===== src/rtl/sync_mode_pkg.sv =====
package sync_mode_pkg;
  typedef enum logic [2:0] {
    ST_INIT, ST_NORM, ST_HOLD, ST_FREE, ST_SWITCH
  } ctlStateT;

  localparam logic [1:0] MS_NORMAL = 2'b00;
  localparam logic [1:0] MS_HOLD   = 2'b01;
  localparam logic [1:0] MS_FREE   = 2'b10;
  localparam logic [1:0] MS_AUTO   = 2'b11;

  localparam logic [1:0] LOOP_NORMAL = 2'b00;
  localparam logic [1:0] LOOP_HOLD   = 2'b01;
  localparam logic [1:0] LOOP_FREE   = 2'b10;

  typedef struct packed {
    logic corrSet;
    logic corrClr;
    logic corrFromGuard;
  } corrStrobeT;
endpackage


===== src/rtl/sync_mode_ctrl.sv =====
module sync_mode_ctrl
  import sync_mode_pkg::*;
#(
  parameter int SWITCH_FRAMES = 1
) (
  input  logic       clk,
  input  logic       rstN,
  input  logic       frameTick,
  input  logic [1:0] modeSel,
  input  logic       refSel,
  input  logic       lossPri,
  input  logic       lossSec,
  input  logic       guardIn,
  output ctlStateT   state,
  output logic       refSec,
  output corrStrobeT strobe
);
  localparam int CNT_W = (SWITCH_FRAMES < 2) ? 1 : $clog2(SWITCH_FRAMES);
  localparam logic [CNT_W-1:0] CNT_LOAD = CNT_W'(SWITCH_FRAMES - 1);

  ctlStateT        nState;
  logic            nSec;
  logic [CNT_W-1:0] swCnt, nCnt;
  corrStrobeT      sComb;
  logic            startSw, swTarget, isAuto;

  assign isAuto = (modeSel == MS_AUTO);

  always_comb begin
    nState   = state;
    nSec     = refSec;
    nCnt     = swCnt;
    sComb    = '0;
    startSw  = 1'b0;
    swTarget = refSec;
    if (state == ST_SWITCH) begin
      if (swCnt == '0) begin
        nState        = ST_NORM;
        sComb.corrSet = 1'b1;
      end else begin
        nCnt = swCnt - 1'b1;
      end
    end else if (state == ST_INIT) begin
      sComb.corrClr = 1'b1;
      if (isAuto) begin
        nState = ST_NORM;
        nSec   = 1'b0;
      end else begin
        nSec = refSel;
        case (modeSel)
          MS_NORMAL: nState = ST_NORM;
          MS_HOLD:   nState = ST_HOLD;
          default:   nState = ST_FREE;
        endcase
      end
    end else if (!isAuto) begin
      case (modeSel)
        MS_NORMAL: begin
          if (state == ST_FREE) begin
            nState        = ST_NORM;
            nSec          = refSel;
            sComb.corrClr = 1'b1;
          end else if (refSel != refSec) begin
            startSw  = 1'b1;
            swTarget = refSel;
          end else if (state == ST_HOLD) begin
            nState              = ST_NORM;
            sComb.corrFromGuard = 1'b1;
          end
        end
        MS_HOLD: begin
          nState = ST_HOLD;
          nSec   = refSel;
        end
        default: begin
          nState = ST_FREE;
          nSec   = refSel;
        end
      endcase
    end else begin
      case (state)
        ST_NORM: begin
          if (!refSec) begin
            if (lossPri) begin
              if (guardIn && !lossSec) begin
                startSw  = 1'b1;
                swTarget = 1'b1;
              end else begin
                nState = ST_HOLD;
              end
            end
          end else if (lossSec) begin
            nState = ST_HOLD;
          end else if (!lossPri && guardIn) begin
            startSw  = 1'b1;
            swTarget = 1'b0;
          end
        end
        ST_HOLD: begin
          if (!refSec) begin
            if (!lossPri) begin
              nState              = ST_NORM;
              sComb.corrFromGuard = 1'b1;
            end else if (guardIn && !lossSec) begin
              startSw  = 1'b1;
              swTarget = 1'b1;
            end
          end else if (!lossPri && guardIn) begin
            startSw  = 1'b1;
            swTarget = 1'b0;
          end else if (!lossSec) begin
            nState              = ST_NORM;
            sComb.corrFromGuard = 1'b1;
          end
        end
        default: begin
          nState        = ST_NORM;
          nSec          = 1'b0;
          sComb.corrClr = 1'b1;
        end
      endcase
    end
    if (startSw) begin
      nState = ST_SWITCH;
      nSec   = swTarget;
      nCnt   = CNT_LOAD;
    end
  end

  assign strobe = frameTick ? sComb : '0;

  always_ff @(posedge clk or negedge rstN) begin
    if (!rstN) begin
      state  <= ST_INIT;
      refSec <= 1'b0;
      swCnt  <= '0;
    end else if (frameTick) begin
      state  <= nState;
      refSec <= nSec;
      swCnt  <= nCnt;
    end
  end
endmodule


===== src/rtl/sync_mode_dp.sv =====
module sync_mode_dp
  import sync_mode_pkg::*;
(
  input  logic       clk,
  input  logic       rstN,
  input  logic       frameTick,
  input  logic       lossPri,
  input  logic       guardIn,
  input  ctlStateT   state,
  input  logic       refSec,
  input  corrStrobeT strobe,
  output logic       useSecondary,
  output logic [1:0] loopMode,
  output logic       corrEnable,
  output logic       holdoverFlag,
  output logic       measurePulse,
  output logic       guardOut
);
  always_ff @(posedge clk or negedge rstN) begin
    if (!rstN) begin
      corrEnable <= 1'b0;
      guardOut   <= 1'b0;
    end else begin
      if (frameTick) guardOut <= lossPri;
      if (strobe.corrSet)            corrEnable <= 1'b1;
      else if (strobe.corrClr)       corrEnable <= 1'b0;
      else if (strobe.corrFromGuard) corrEnable <= guardIn;
    end
  end

  always_comb begin
    case (state)
      ST_NORM:            loopMode = LOOP_NORMAL;
      ST_HOLD, ST_SWITCH: loopMode = LOOP_HOLD;
      default:            loopMode = LOOP_FREE;
    endcase
  end

  assign useSecondary = refSec;
  assign holdoverFlag = (state == ST_HOLD) || (state == ST_SWITCH);
  assign measurePulse = (state == ST_SWITCH);
endmodule


===== src/rtl/sync_mode_top.sv =====
module sync_mode_top
  import sync_mode_pkg::*;
#(
  parameter int SWITCH_FRAMES = 1
) (
  input  logic       clk,
  input  logic       rstN,
  input  logic       frameTick,
  input  logic [1:0] modeSel,
  input  logic       refSel,
  input  logic       lossPri,
  input  logic       lossSec,
  input  logic       guardIn,
  output logic       useSecondary,
  output logic [1:0] loopMode,
  output logic       corrEnable,
  output logic       holdoverFlag,
  output logic       measurePulse,
  output logic       guardOut
);
  ctlStateT   state;
  logic       refSec;
  corrStrobeT strobe;

  sync_mode_ctrl #(.SWITCH_FRAMES(SWITCH_FRAMES)) u_ctrl (
    .clk(clk), .rstN(rstN), .frameTick(frameTick), .modeSel(modeSel),
    .refSel(refSel), .lossPri(lossPri), .lossSec(lossSec), .guardIn(guardIn),
    .state(state), .refSec(refSec), .strobe(strobe)
  );

  sync_mode_dp u_dp (
    .clk(clk), .rstN(rstN), .frameTick(frameTick), .lossPri(lossPri),
    .guardIn(guardIn), .state(state), .refSec(refSec), .strobe(strobe),
    .useSecondary(useSecondary), .loopMode(loopMode), .corrEnable(corrEnable),
    .holdoverFlag(holdoverFlag), .measurePulse(measurePulse), .guardOut(guardOut)
  );
endmodule


===== config.mk =====
export PLATFORM = sky130hd
export DESIGN_NAME = sync_mode_top
export DESIGN_NICKNAME = d
export VERILOG_FILES = /design/src/rtl/sync_mode_pkg.sv /design/src/rtl/sync_mode_ctrl.sv /design/src/rtl/sync_mode_dp.sv /design/src/rtl/sync_mode_top.sv
export SDC_FILE = /design/constraint.sdc
export NUM_CORES = 1
export LEC_CHECK = 0
export BUFFER_PORTS_ARGS = -buffer_cell sky130_fd_sc_hd__buf_2
export CORE_MARGIN = 8
export CORE_UTILIZATION = 40
export DETAILED_ROUTE_END_ITERATION = 8
export GPL_TIMING_DRIVEN = 1
export PLACE_DENSITY_LB_ADDON = 0.25
export SYNTH_ARGS = -nofsm -noshare
export SYNTH_HDL_FRONTEND = slang
export SYNTH_SLANG_ARGS = --single-unit
export TNS_END_PERCENT = 1

===== constraint.sdc =====
create_clock -name clk -period 5.7 [get_ports clk]
set_clock_uncertainty 0.05 [all_clocks]
set_input_delay 0.57 -clock clk [delete_from_list [all_inputs] [get_ports clk]]
set_output_delay 0.57 -clock clk [all_outputs]
set_load 0.1 [all_outputs]

==> results by stage <==
Outcome:
- The flow ran to the end, and the final reports show no timing, DRC or antenna violations.

Critical path:
- The critical path launch point type is a flip-flop.
- The critical path is of the reg2out type.
- The arrival time at the worst endpoint is 2.00 ns.
- The type of element capturing the critical path is a primary output.
- In this run the worst path has a maximum fanout of 10.
- The required time of the critical path is 5.08 ns.

GRT:
- Global routing used a little over a tenth of the available tracks.
- The global-route met2 utilization is 16.9%.
- The first-pass GRT wire length is roughly 2.9 mm.
- Entering global routing, the biggest net connects 18 pins.
- The met3 routing resource usage after global routing is roughly 4%.
- The number of global-route vias before repair is 673.
- The layer with the highest usage after global routing is met2.
- In the global route stage, met1 resource usage came out at 12.2%.
- For this run the aggregate overflow at the end of global routing stands at 0.
- The number of antenna violations at the first check in global routing came to 0.

STA:
- Setup repair after global routing left no endpoint under its margin.
- The total negative slack for setup checks is 0 ns.
- The count of final max-slew check failures was 0.
- The post-route clock period utilization is between 40% and 50%.
- The final hold violation count is 0.
- The number of failing setup endpoints in the final timing report is 0.
- Subtracting the final worst setup slack from the clock period gives approximately 2.6 ns.
- Measured against its own limit, the worst slew margin works out to between 60% and 70%.
- The top achievable clock speed is approximately 380 MHz.
- Setup slack closes at 3.08 ns.
- On the final layout, the worst hold slack is around 0.1 ns.
- The slew at the pin closest to its max-slew limit is slightly above 0.5 ns.

Placement:
- At the end of routability-driven placement, the weighted congestion stood at between 0.8 and 0.9.
- The number of port buffers is 15.
- The total half-perimeter wirelength after legalization and detailed placement is about 1.4 mm.
- The cell total after placement is approximately 130.
- The worst slack at placement is ~3.3 ns.

Routing:
- The ratio of routed vias to standard cells is approximately 5.5.
- The routed design has about 1.8 mm of wire.
- The number of detailed-routing iterations run before antenna repair is 4.
- The count of nets left with antenna violations once routing finished came out at 0.
- Dividing the detail-routed wire length by the instance count gives between 10 and 15 um.
- Detailed routing inserted a total of around 700 vias.
- In the routed design, unresolved DRC markers number 0.
- The number of DRC markers after the initial detailed-route iteration is 16.

Synthesis:
- For this run, the register share of the synthesized area comes to between 15 and 20%.
- The synthesized netlist devotes ~31% of its cell area to compound gates.
- The synthesized area is approximately 750 um^2.
- The average size of a mapped cell is between 8 and 9 um^2.
- Yosys mapped the design onto 43 distinct sky130hd cell types.
- By area, the combinational part of the netlist is dominated by compound AO/OA/AOI/OAI gates.
- The largest total area in the synthesized netlist belongs to sky130_fd_sc_hd__dfrtp_1.
- The number of enable flip-flop cells after synthesis is 0.
- For this run, the leading register cell type out of synthesis is sky130_fd_sc_hd__dfrtp_1.
- The simple logic cell fraction of the synthesized area is a little under a quarter.
- After Yosys synthesis, full adders, half adders and majority gates account for about 5.0% of the synthesized area.
- The total of flip-flops plus latches after synthesis is 6.
- The share of synthesized area spent on multiplexers is between 10% and 20%.
- The net count after synthesis is 103.
- The async set-reset flop share out of synthesis is 100%.
- The number of synthesis warnings is 0.
- Ranked by instance count, the synthesized netlist is headed by sky130_fd_sc_hd__inv_1 (8), sky130_fd_sc_hd__dfrtp_1 (6), sky130_fd_sc_hd__o21ai_0 (6).
- By area the synthesized netlist is led by sky130_fd_sc_hd__dfrtp_1 (20%), sky130_fd_sc_hd__mux2i_1 (6.7%), sky130_fd_sc_hd__a21o_1 (5.0%).
- The most common cell in the synthesized netlist is sky130_fd_sc_hd__inv_1.
- The cell count after synthesis came out at roughly 90.
- The xor and xnor fraction of the mapped netlist area is around 2.3%.
- The fraction of post-synthesis cell area in the top cell type by area is 20.0%.

Hold path:
- The path type of the worst min-delay path is in2async.

Clock network:
- The buffer levels on the longest clock path is 2.
- TritonCTS built the clock tree.
- The total of cells resized after clock tree synthesis is 0.
- In this run, CTS created clock tree buffers numbering 3.
- Clock latency on the worst-skew pair, taken at its later pin, is about 0.24 ns.
- Buffers inserted to repair hold after CTS numbered 0.
- The number of setup buffers added after CTS is 0.
- The CTS clock-pin slew for the worst setup and hold paths is 0.04 ns.
- Clock tree synthesis found a total of 6 sinks.
- CTS placed an instance of sky130_fd_sc_hd__clkbuf_4 at the clock tree root.
- CTS built an H-tree with a depth of 1.

Floorplan:
- The initialized floorplan defines 15 standard-cell rows.
- The core region area is 1750 um^2.
- From left edge to right edge, the die measures 59.4 um.
- In this run the vertical extent of the chip is slightly below 60 um.
- The number of placed I/O pins is 16.
- The die area is roughly 3500 um^2.
- Once the floorplan was initialized, standard cells occupied 43.1% of the core.

Layout:
- The ratio of cells with drive above 1 in the final layout is between 20% and 30%.
- Compared with the post-synthesis result, the final layout area differs by 12.3%.
- After the last flow step, the layout net total stands at around 120.
- The non-filler instance count after layout is ~130.
- The count of inserted antenna diode cells is 0.

Flow run:
- Max-cap violations in this run came to 0.
-- through the flow --
stage / area (um^2) / utilization, %
after floorplan: 752 / -
after global placement: 822 / 47.1
after detailed placement: 822 / 47.1
after CTS: 845 / 48.4
after global routing: 845 / 48.4
final: 845 / 48.4
-- metal layers --
| metal | wire length [um] | share of wire [%] | vias up |
|---|---|---|---|
| met4 | 0 | 0 | 0 |
| met5 | 0 | 0 | - |
| met2 | 841 | 46 | 14 |
| met3 | 74 | 4.1 | 0 |
| met1 | 898 | 50 | 329 |
| li1 | - | - | 361 |
-- layout make-up --
cell class	count	area, um^2
fillers	185	901
multi-input cells	72	536
flip-flops and latches	6	150
repair buffers	15	75.1
well taps	25	31.3
inverters	8	30.0
clock buffers	3	22.5
-- critical path, stage by stage (launching register included) --
cell and delay (ns):
sky130_fd_sc_hd__dfrtp_1 0.51, sky130_fd_sc_hd__inv_1 0.20, sky130_fd_sc_hd__nor3_1 0.48, sky130_fd_sc_hd__or2b_1 0.16
sky130_fd_sc_hd__buf_2 0.42
-- state kept, by name (all words and copies together), names as in the netlist --
signal and flops:
u_dp.corrEnable 1, u_dp.guardOut 1, u_ctrl.refSec 1, u_ctrl.state 3
-- path summary, 6_finish.rpt --
kind                            cells after the start  slack (ns)                     endpoint                   startpoint
worst max register to register                      5        3.47  u_ctrl.state[0]$_DFFE_PN0P_  u_ctrl.state[0]$_DFFE_PN0P_
max in group asynchronous                           1        5.36  u_ctrl.state[1]$_DFFE_PN0P_                         rstN
min in group clk                                    1        0.45    u_dp.guardOut$_DFFE_PN0P_    u_dp.guardOut$_DFFE_PN0P_
worst min register to register                      1        0.45    u_dp.guardOut$_DFFE_PN0P_    u_dp.guardOut$_DFFE_PN0P_
worst min-delay path                                1         0.1  u_dp.corrEnable$_DFFE_PN0P_                         rstN
worst max-delay path                                4        3.08                 holdoverFlag  u_ctrl.state[2]$_DFFE_PN0P_
-- kinds of logic after synthesis --
logic type | count (synthesis)
flops | 6
compound gates | 31
buf+inv | 13
xor+xnor | 2
fa+ha+maj | 3
mux | 7
simple gates | 29
-- layout by cell type (no fill, tap or decap), drive strengths merged, types with 3 or more instances in the layout --
cell and count:
ha 3, a21o 6, nand2 3, inv 8, or2 3, nor3 3, mux2i 5, clkbuf 3
dfrtp 6, nand2b 5, nor2 3, o21ai 7, nor2b 3, buf 15
Power is not shown: default switching activity piles up to over one toggle a cycle in this logic, so the estimate is an artifact.
